[src/rtl/ddr_b2_sram_pkg.sv]
package ddr_b2_sram_pkg;
  localparam int unsigned LANE_W_DEF = 9;
  localparam int unsigned LANES_DEF  = 4;
  localparam int unsigned ADDR_W_DEF = 4;
endpackage

[src/rtl/ddr_b2_wr_deser.sv]
module ddr_b2_wr_deser #(
  parameter int unsigned LANE_W = 9,
  parameter int unsigned LANES  = 4,
  parameter int unsigned ADDR_W = 4,
  localparam int unsigned BEAT_W = LANE_W * LANES,
  localparam int unsigned WORD_W = 2 * BEAT_W
) (
  input  logic                 clk_i,
  input  logic                 rst_ni,
  input  logic                 wr_req_i,
  input  logic [ADDR_W-1:0]    wr_addr_i,
  input  logic [BEAT_W-1:0]    d_i,
  input  logic [LANES-1:0]     be_i,
  output logic                 commit_en_o,
  output logic [ADDR_W-1:0]    commit_addr_o,
  output logic [WORD_W-1:0]    commit_data_o,
  output logic [2*LANES-1:0]   commit_mask_o
);
  logic              pend_q;
  logic [ADDR_W-1:0] addr_q;
  logic [BEAT_W-1:0] d0_q, d1_q;
  logic [LANES-1:0]  be0_q, be1_q;

  // beat 0 with the request
  always_ff @(posedge clk_i or negedge rst_ni) begin
    if (!rst_ni) begin
      pend_q <= 1'b0;
      addr_q <= '0;
      d0_q   <= '0;
      be0_q  <= '0;
    end else begin
      pend_q <= wr_req_i;
      if (wr_req_i) begin
        addr_q <= wr_addr_i;
        d0_q   <= d_i;
        be0_q  <= be_i;
      end
    end
  end

  // beat 1 on the following falling edge
  always_ff @(negedge clk_i or negedge rst_ni) begin
    if (!rst_ni) begin
      d1_q  <= '0;
      be1_q <= '0;
    end else if (pend_q) begin
      d1_q  <= d_i;
      be1_q <= be_i;
    end
  end

  assign commit_en_o   = pend_q;
  assign commit_addr_o = addr_q;
  assign commit_data_o = {d1_q, d0_q};
  assign commit_mask_o = {be1_q, be0_q};
endmodule

[src/rtl/ddr_b2_array.sv]
module ddr_b2_array #(
  parameter int unsigned LANE_W = 9,
  parameter int unsigned NLANES = 8,
  parameter int unsigned ADDR_W = 4,
  localparam int unsigned WORD_W = LANE_W * NLANES,
  localparam int unsigned DEPTH  = 1 << ADDR_W
) (
  input  logic              clk_i,
  input  logic              we_i,
  input  logic [ADDR_W-1:0] waddr_i,
  input  logic [WORD_W-1:0] wdata_i,
  input  logic [NLANES-1:0] wmask_i,
  input  logic [ADDR_W-1:0] raddr_i,
  output logic [WORD_W-1:0] rdata_o
);
  logic [WORD_W-1:0] mem_q [DEPTH];
  logic              hit;

  always_ff @(posedge clk_i) begin
    for (int l = 0; l < int'(NLANES); l++) begin
      if (we_i && wmask_i[l])
        mem_q[waddr_i][l*LANE_W +: LANE_W] <= wdata_i[l*LANE_W +: LANE_W];
    end
  end

  // bypass keeps a read coherent with a write committing in the same edge
  assign hit = we_i && (waddr_i == raddr_i);

  for (genvar g = 0; g < NLANES; g++) begin : g_lane
    assign rdata_o[g*LANE_W +: LANE_W] = (hit && wmask_i[g]) ?
        wdata_i[g*LANE_W +: LANE_W] : mem_q[raddr_i][g*LANE_W +: LANE_W];
  end
endmodule

[src/rtl/ddr_b2_rd_ser.sv]
module ddr_b2_rd_ser #(
  parameter int unsigned BEAT_W = 36,
  parameter int unsigned ADDR_W = 4,
  localparam int unsigned WORD_W = 2 * BEAT_W
) (
  input  logic              clk_i,
  input  logic              rst_ni,
  input  logic              rd_req_i,
  input  logic [ADDR_W-1:0] rd_addr_i,
  input  logic [WORD_W-1:0] fetch_data_i,
  output logic [ADDR_W-1:0] fetch_addr_o,
  output logic              fetch_valid_o,
  output logic              lo_valid_o,
  output logic [BEAT_W-1:0] q_o,
  output logic              q_valid_o
);
  logic              s1_v, s2_v, vneg_q, vpos_q;
  logic [ADDR_W-1:0] s1_addr;
  logic [WORD_W-1:0] word_q;
  logic [BEAT_W-1:0] lo_q, hi_q;

  always_ff @(posedge clk_i or negedge rst_ni) begin
    if (!rst_ni) begin
      s1_v    <= 1'b0;
      s1_addr <= '0;
      s2_v    <= 1'b0;
      word_q  <= '0;
      hi_q    <= '0;
      vpos_q  <= 1'b0;
    end else begin
      s1_v <= rd_req_i;
      if (rd_req_i) s1_addr <= rd_addr_i;
      s2_v <= s1_v;
      if (s1_v) word_q <= fetch_data_i;
      hi_q   <= word_q[WORD_W-1:BEAT_W];
      vpos_q <= s2_v;
    end
  end

  always_ff @(negedge clk_i or negedge rst_ni) begin
    if (!rst_ni) begin
      lo_q   <= '0;
      vneg_q <= 1'b0;
    end else begin
      lo_q   <= word_q[BEAT_W-1:0];
      vneg_q <= s2_v;
    end
  end

  // output clocks tied off: beats launched from the input clock phases
  assign q_o           = clk_i ? hi_q : lo_q;
  assign q_valid_o     = clk_i ? vpos_q : vneg_q;
  assign fetch_addr_o  = s1_addr;
  assign fetch_valid_o = s1_v;
  assign lo_valid_o    = vneg_q;
endmodule

[src/rtl/ddr_b2_sram.sv]
module ddr_b2_sram
  import ddr_b2_sram_pkg::*;
#(
  parameter int unsigned LANE_W = LANE_W_DEF,
  parameter int unsigned LANES  = LANES_DEF,
  parameter int unsigned ADDR_W = ADDR_W_DEF,
  localparam int unsigned BEAT_W = LANE_W * LANES,
  localparam int unsigned WORD_W = 2 * BEAT_W
) (
  input  logic              clk_i,
  input  logic              rst_ni,
  input  logic              wr_req_i,
  input  logic [ADDR_W-1:0] wr_addr_i,
  input  logic              rd_req_i,
  input  logic [ADDR_W-1:0] rd_addr_i,
  input  logic [BEAT_W-1:0] d_i,
  input  logic [LANES-1:0]  be_i,
  output logic [BEAT_W-1:0] q_o,
  output logic              q_valid_o
);
  logic                commit_en;
  logic [ADDR_W-1:0]   commit_addr;
  logic [WORD_W-1:0]   commit_data;
  logic [2*LANES-1:0]  commit_mask;
  logic [ADDR_W-1:0]   fetch_addr;
  logic [WORD_W-1:0]   fetch_data;
  logic                fetch_valid;
  logic                lo_valid;

  ddr_b2_wr_deser #(.LANE_W(LANE_W), .LANES(LANES), .ADDR_W(ADDR_W)) u_wr (
    .clk_i, .rst_ni, .wr_req_i, .wr_addr_i, .d_i, .be_i,
    .commit_en_o(commit_en), .commit_addr_o(commit_addr),
    .commit_data_o(commit_data), .commit_mask_o(commit_mask)
  );

  ddr_b2_array #(.LANE_W(LANE_W), .NLANES(2*LANES), .ADDR_W(ADDR_W)) u_mem (
    .clk_i, .we_i(commit_en), .waddr_i(commit_addr), .wdata_i(commit_data),
    .wmask_i(commit_mask), .raddr_i(fetch_addr), .rdata_o(fetch_data)
  );

  ddr_b2_rd_ser #(.BEAT_W(BEAT_W), .ADDR_W(ADDR_W)) u_rd (
    .clk_i, .rst_ni, .rd_req_i, .rd_addr_i, .fetch_data_i(fetch_data),
    .fetch_addr_o(fetch_addr), .fetch_valid_o(fetch_valid),
    .lo_valid_o(lo_valid), .q_o, .q_valid_o
  );
endmodule

[config.mk]
export PLATFORM = sky130hd
export DESIGN_NAME = ddr_b2_sram
export DESIGN_NICKNAME = d
export VERILOG_FILES = /design/src/rtl/ddr_b2_sram_pkg.sv /design/src/rtl/ddr_b2_wr_deser.sv /design/src/rtl/ddr_b2_array.sv /design/src/rtl/ddr_b2_rd_ser.sv /design/src/rtl/ddr_b2_sram.sv
export SDC_FILE = /design/constraint.sdc
export NUM_CORES = 1
export LEC_CHECK = 0
export BUFFER_PORTS_ARGS = -buffer_cell sky130_fd_sc_hd__buf_2
export CAP_MARGIN = 20
export CORE_MARGIN = 2
export CORE_UTILIZATION = 45
export CTS_CLUSTER_DIAMETER = 30
export DETAILED_ROUTE_END_ITERATION = 6
export GPL_ROUTABILITY_DRIVEN = 0
export PLACE_DENSITY = 0.7
export SLEW_MARGIN = 20
export SYNTH_ARGS = -nofsm -noshare
export SYNTH_HDL_FRONTEND = slang
export SYNTH_HIERARCHICAL = 1
export SYNTH_SLANG_ARGS = --single-unit
[constraint.sdc]
create_clock -name clk_i -period 2.3 [get_ports clk_i]
set_input_delay 0.345 -clock clk_i [delete_from_list [all_inputs] [get_ports clk_i]]
set_output_delay 0.345 -clock clk_i [all_outputs]
set_load 0.1 [all_outputs]
== Word level (Yosys, flattened, before mapping) ==
Memory sizes are Yosys's and may differ from the RTL's. A register that Yosys moved wholly into a read port is not among the register bits.
Index checks and enable logic that the tools add are counted.

* Flip-flop bits (word level): 165
* Memory bits (writable): 1152
* Output and inout bits: 37
* Memories kept: 1

* Mux-type cells: 18
* Reductions and logical operators: 9

{| class="wikitable"
|+ Memory list
! memory !! depth !! width !! read ports !! clocked after memory_dff !! wr ports !! RTL line !! RTL
|-
| u_mem.mem_q || 16 || 72 || 1 || 1 || 1 || ddr_b2_array.sv:16 || <nowiki>logic [WORD_W-1:0] mem_q [DEPTH];</nowiki>
|}

{| class="wikitable"
|+ Operators with widths
! operator !! number
|-
| $mux 36 || 1
|-
| $mux 1 || 17
|-
| $logic_and 1x1->1 || 8
|-
| $logic_not 1->1 || 1
|}

== Longest topological paths before layout ==
* Word-level depth: 3
* Mapped depth: 8
* Gate-level depth less buffers: 5

== Hierarchy ==
Netlist, hierarchy kept.

{| class="wikitable"
|+ Modules (own cells, without submodules)
! module !! times used !! cells an instance !! area each (um2)
|-
| ddr_b2_array || 1 || 2013 || 44565.2
|-
| ddr_b2_rd_ser || 1 || 277 || 5647.9
|-
| ddr_b2_wr_deser || 1 || 178 || 3344.5
|}

==> results by group <==
Worst setup path
  • CP required: 1.96 ns
  • R2r worst-path depth: 11
  • Crit path launch type: flip-flop
  • Worst Path Arrival: 2.90 ns
  • Reg2reg end: u_rd/word_q[50]$_DFFE_PN0P_
  • Crit path max-delay family: flip-flops
  • Reg2Reg Setup Slack: -0.36 ns
  • Critical path class: reg2out
  • R2r startpoint: u_rd/fetch_addr_o[0]$_DFFE_PN0P_
  • Slowest stage delay, CP: 0.35 ns
  • Crit-path max FO: 1
  • Buf/Inv on CP: 1
  • Max stage delay cell, worst path: dfrtn_1
  • CP Cell Sequence: mux2_4 > buf_12
  • CP Capture Type: primary output

Detailed routing
  • DRC Markers: 0
  • Antenna viol nets, final: 0
  • DR vias: 28715
  • Starting DRT DRC Count: 3151
  • Routed WL: 144000 µm
  • DR WL/cell: 29.4 µm
  • Vias per inst: 5.86
  • Drt first pass iters: 5

Die
  • Initial Util: 0.454
  • Die width: 349 µm
  • Total core area: 0.118 mm²
  • Die Area: 0.122 mm²
  • Die height: 349 µm
  • Rows: 126
  • IO Pins: 89

Final layout
  • Reg area: 0.0405 mm²
  • Area delta synth->final: 33.0%
  • Final instance area: 0.0712 mm²
  • Multi-input combinational cell area: 0.0136 mm²
  • Nets: 3224
  • Most frequent cells in the layout: 1152 x edfxtp_1, 288 x mux4_2, 232 x clkbuf_16, 204 x mux2_4, 203 x buf_4
  • Share of cells above drive strength 1: 0.496
  • Most common cell after layout, fill and taps aside: edfxtp_1
  • Final-layout fill cell count: 7579

Yosys
  • Primary FF master, synth: edfxtp_1
  • Post-synth EDFFs: 1152
  • Synthesized flop and latch total: 1389
  • Synth unique cells: 23
  • Post-Synthesis Cells: 2468
  • Net count after synthesis: 2520
  • Syn. warnings: 6
  • Post-synthesis cell area: 0.0536 mm²
  • Avg Inst Size Synth: 21.7 µm²
  • Asr flop ratio synth: 0.171
  • Post-synthesis sequential area ratio: 0.757

Timing
  • Clk_skew: 0.0781 ns
  • Relative slew margins: 0.171
  • Worst-Margin Slew: 1.24 ns
  • Final Worst Setup Slack: -0.940 ns
  • RSZ-0062 raised after global routing: yes
  • Max-slew violations: 0
  • Hold violation count in the final report: 0
  • Setup violators final: 725

Global routing
  • Largest net degree at the start of global routing: 67
  • Vias in the first global route: 30972
  • GRT overflow: 0
  • Initial antenna violation count: 3
  • First-pass GRT wire length: 208000 µm
  • Global-route usage over all layers: 0.237

Clocking
  • Clk slew on worst S/H paths: 0.05 ns
  • Clock latency on the worst-skew pair: 0.92 ns
  • CTS tree: done

Run status
  • Violated checks: setup timing
  • Status: finished, violations left

Hold path
  • HP Class: in2async

Power
  • Static Leak: 25.5 nW
  • Max IR drop VDD: 1310 µV
  • Total power: 78.0 mW
  • Power per cell area: 1090 mW/mm²

Place
  • IO buf count: 88
  • Placed cell area: 0.0592 mm²
  • Pre-CTS setup slack: -0.297 ns
  • DP HPWL: 79800 µm

Run
  • Max Cap Viol: 0
[flip-flops by register name, indices dropped and copies added (netlist names)]
signal,cells
u_rd/fetch_valid_o,1
u_wr/d1_q,36
u_wr/be0_q,4
u_wr/be1_q,4
u_wr/d0_q,36
u_rd/hi_q,36
u_rd/fetch_addr_o,4
u_mem/mem_q,1152
u_rd/word_q,72
u_rd/vpos_q,1
u_rd/lo_valid_o,1
u_wr/commit_en_o,1
u_rd/lo_q,36
u_rd/s2_v,1
u_wr/commit_addr_o,4
[Yosys cell counts, drive strengths merged, types with 2 or more instances]
master | n | share of area
a22oi | 144 | 0.020
and2 | 2 | 0.00023
buf | 73 | 0.012
clkbuf | 57 | 0.0040
dfrtn | 77 | 0.036
dfrtp | 160 | 0.075
edfxtp | 1152 | 0.65
mux2 | 269 | 0.066
mux4 | 288 | 0.12
nand2 | 89 | 0.0062
nand3 | 14 | 0.0021
nor2 | 131 | 0.0092
nor2b | 6 | 0.00070
xor2 | 3 | 0.00049
[how the worst max path moves through the flow]
stage	slack, ns	start	end	depth (start not counted)
final	-0.94	u_rd/lo_q[11]$_DFF_NN0_	q_o[11]	2
after global routing	-0.99	u_rd/lo_q[11]$_DFF_NN0_	q_o[11]	2
after CTS	-0.97	u_rd/lo_q[11]$_DFF_NN0_	q_o[11]	2
after detailed placement	-0.30	u_wr/be1_q[1]$_DFFE_NN0P_	u_rd/word_q[50]$_DFFE_PN0P_	3
after global placement	-0.26	u_rd/fetch_addr_o[0]$_DFFE_PN0P_	u_rd/word_q[7]$_DFFE_PN0P_	7
after floorplan	-0.17	u_wr/be1_q[0]$_DFFE_NN0P_	u_mem/mem_q[15][36]$_DFFE_PP_	3
[layout make-up]
cell class,instances,area share
multi-input cells,955,0.191
well taps,1536,0.0270
diodes,2,0.0000703
clock buffers,294,0.0923
repair buffers,568,0.0970
clock inverters,152,0.0235
flip-flops and latches,1389,0.569
[metal layers]
| metal | vias up | global-route usage | wire length [µm] | part of all wire |
|---|---|---|---|---|
| met2 | 1527 | 0.382 | 71200 | 0.50 |
| li1 | 11608 | - | - | - |
| met1 | 15173 | 0.291 | 52400 | 0.36 |
| met4 | 4 | 0.126 | 7030 | 0.049 |
| met5 | - | 0 | 28 | 0.00019 |
| met3 | 403 | 0.0656 | 13000 | 0.091 |
[kinds of logic after synthesis]
kind of cell / count (synthesis) / share of synthesized area
flip-flops: 1389 / 0.757
XOR/XNOR: 4 / 0.000654
AND/OR/NAND/NOR: 244 / 0.0188
buffers and inverters: 130 / 0.0162
multiplexers: 557 / 0.187
AO/OA/AOI/OAI: 144 / 0.0202
[where the power goes]
part / switching (mW) / total [mW] / internal (mW)
logic: 3.35 / 6.92 / 3.57
clock network: 17.8 / 41.3 / 23.5
registers: 0.939 / 29.7 / 28.8
[worst register-to-register path, cell delays in order, from the launching register on]
cell and delay, ns:
dfrtp_4 0.51, buf_12 0.16, buf_12 0.16, buf_12 0.13, xor2_1 0.17, nor3_4 0.25, buf_12 0.18, buf_12 0.13
buf_8 0.12, nand3_4 0.13, mux2_4 0.34, mux2_4 0.26
[per-stage QoR]
stage	hold WS, ns	instances	utilization	setup TNS, ns
2_1_floorplan	0.0494	2468	-	-90.44
3_3_place_gp	0.361	4276	0.501	-94.14
3_5_place_dp	0.359	4276	0.501	-115.08
4_1_cts	0.0119	4893	0.601	-156.67
5_1_grt	0.0292	4894	0.603	-178.01
6_report	0.0490	4896	0.603	-166.41
[timing repair]
action | 4_1_cts | 5_1_grt
gates resized for setup | 385 | 137
pin swaps | 91 | 58
hold buffers | 67 | 0
cloned | 42 | 6
setup buffers | 102 | 23
hold endpoints to repair | 210 | 0
setup endpoints to repair | 725 | 725
Note: power is estimated with default switching activity, not from simulation.
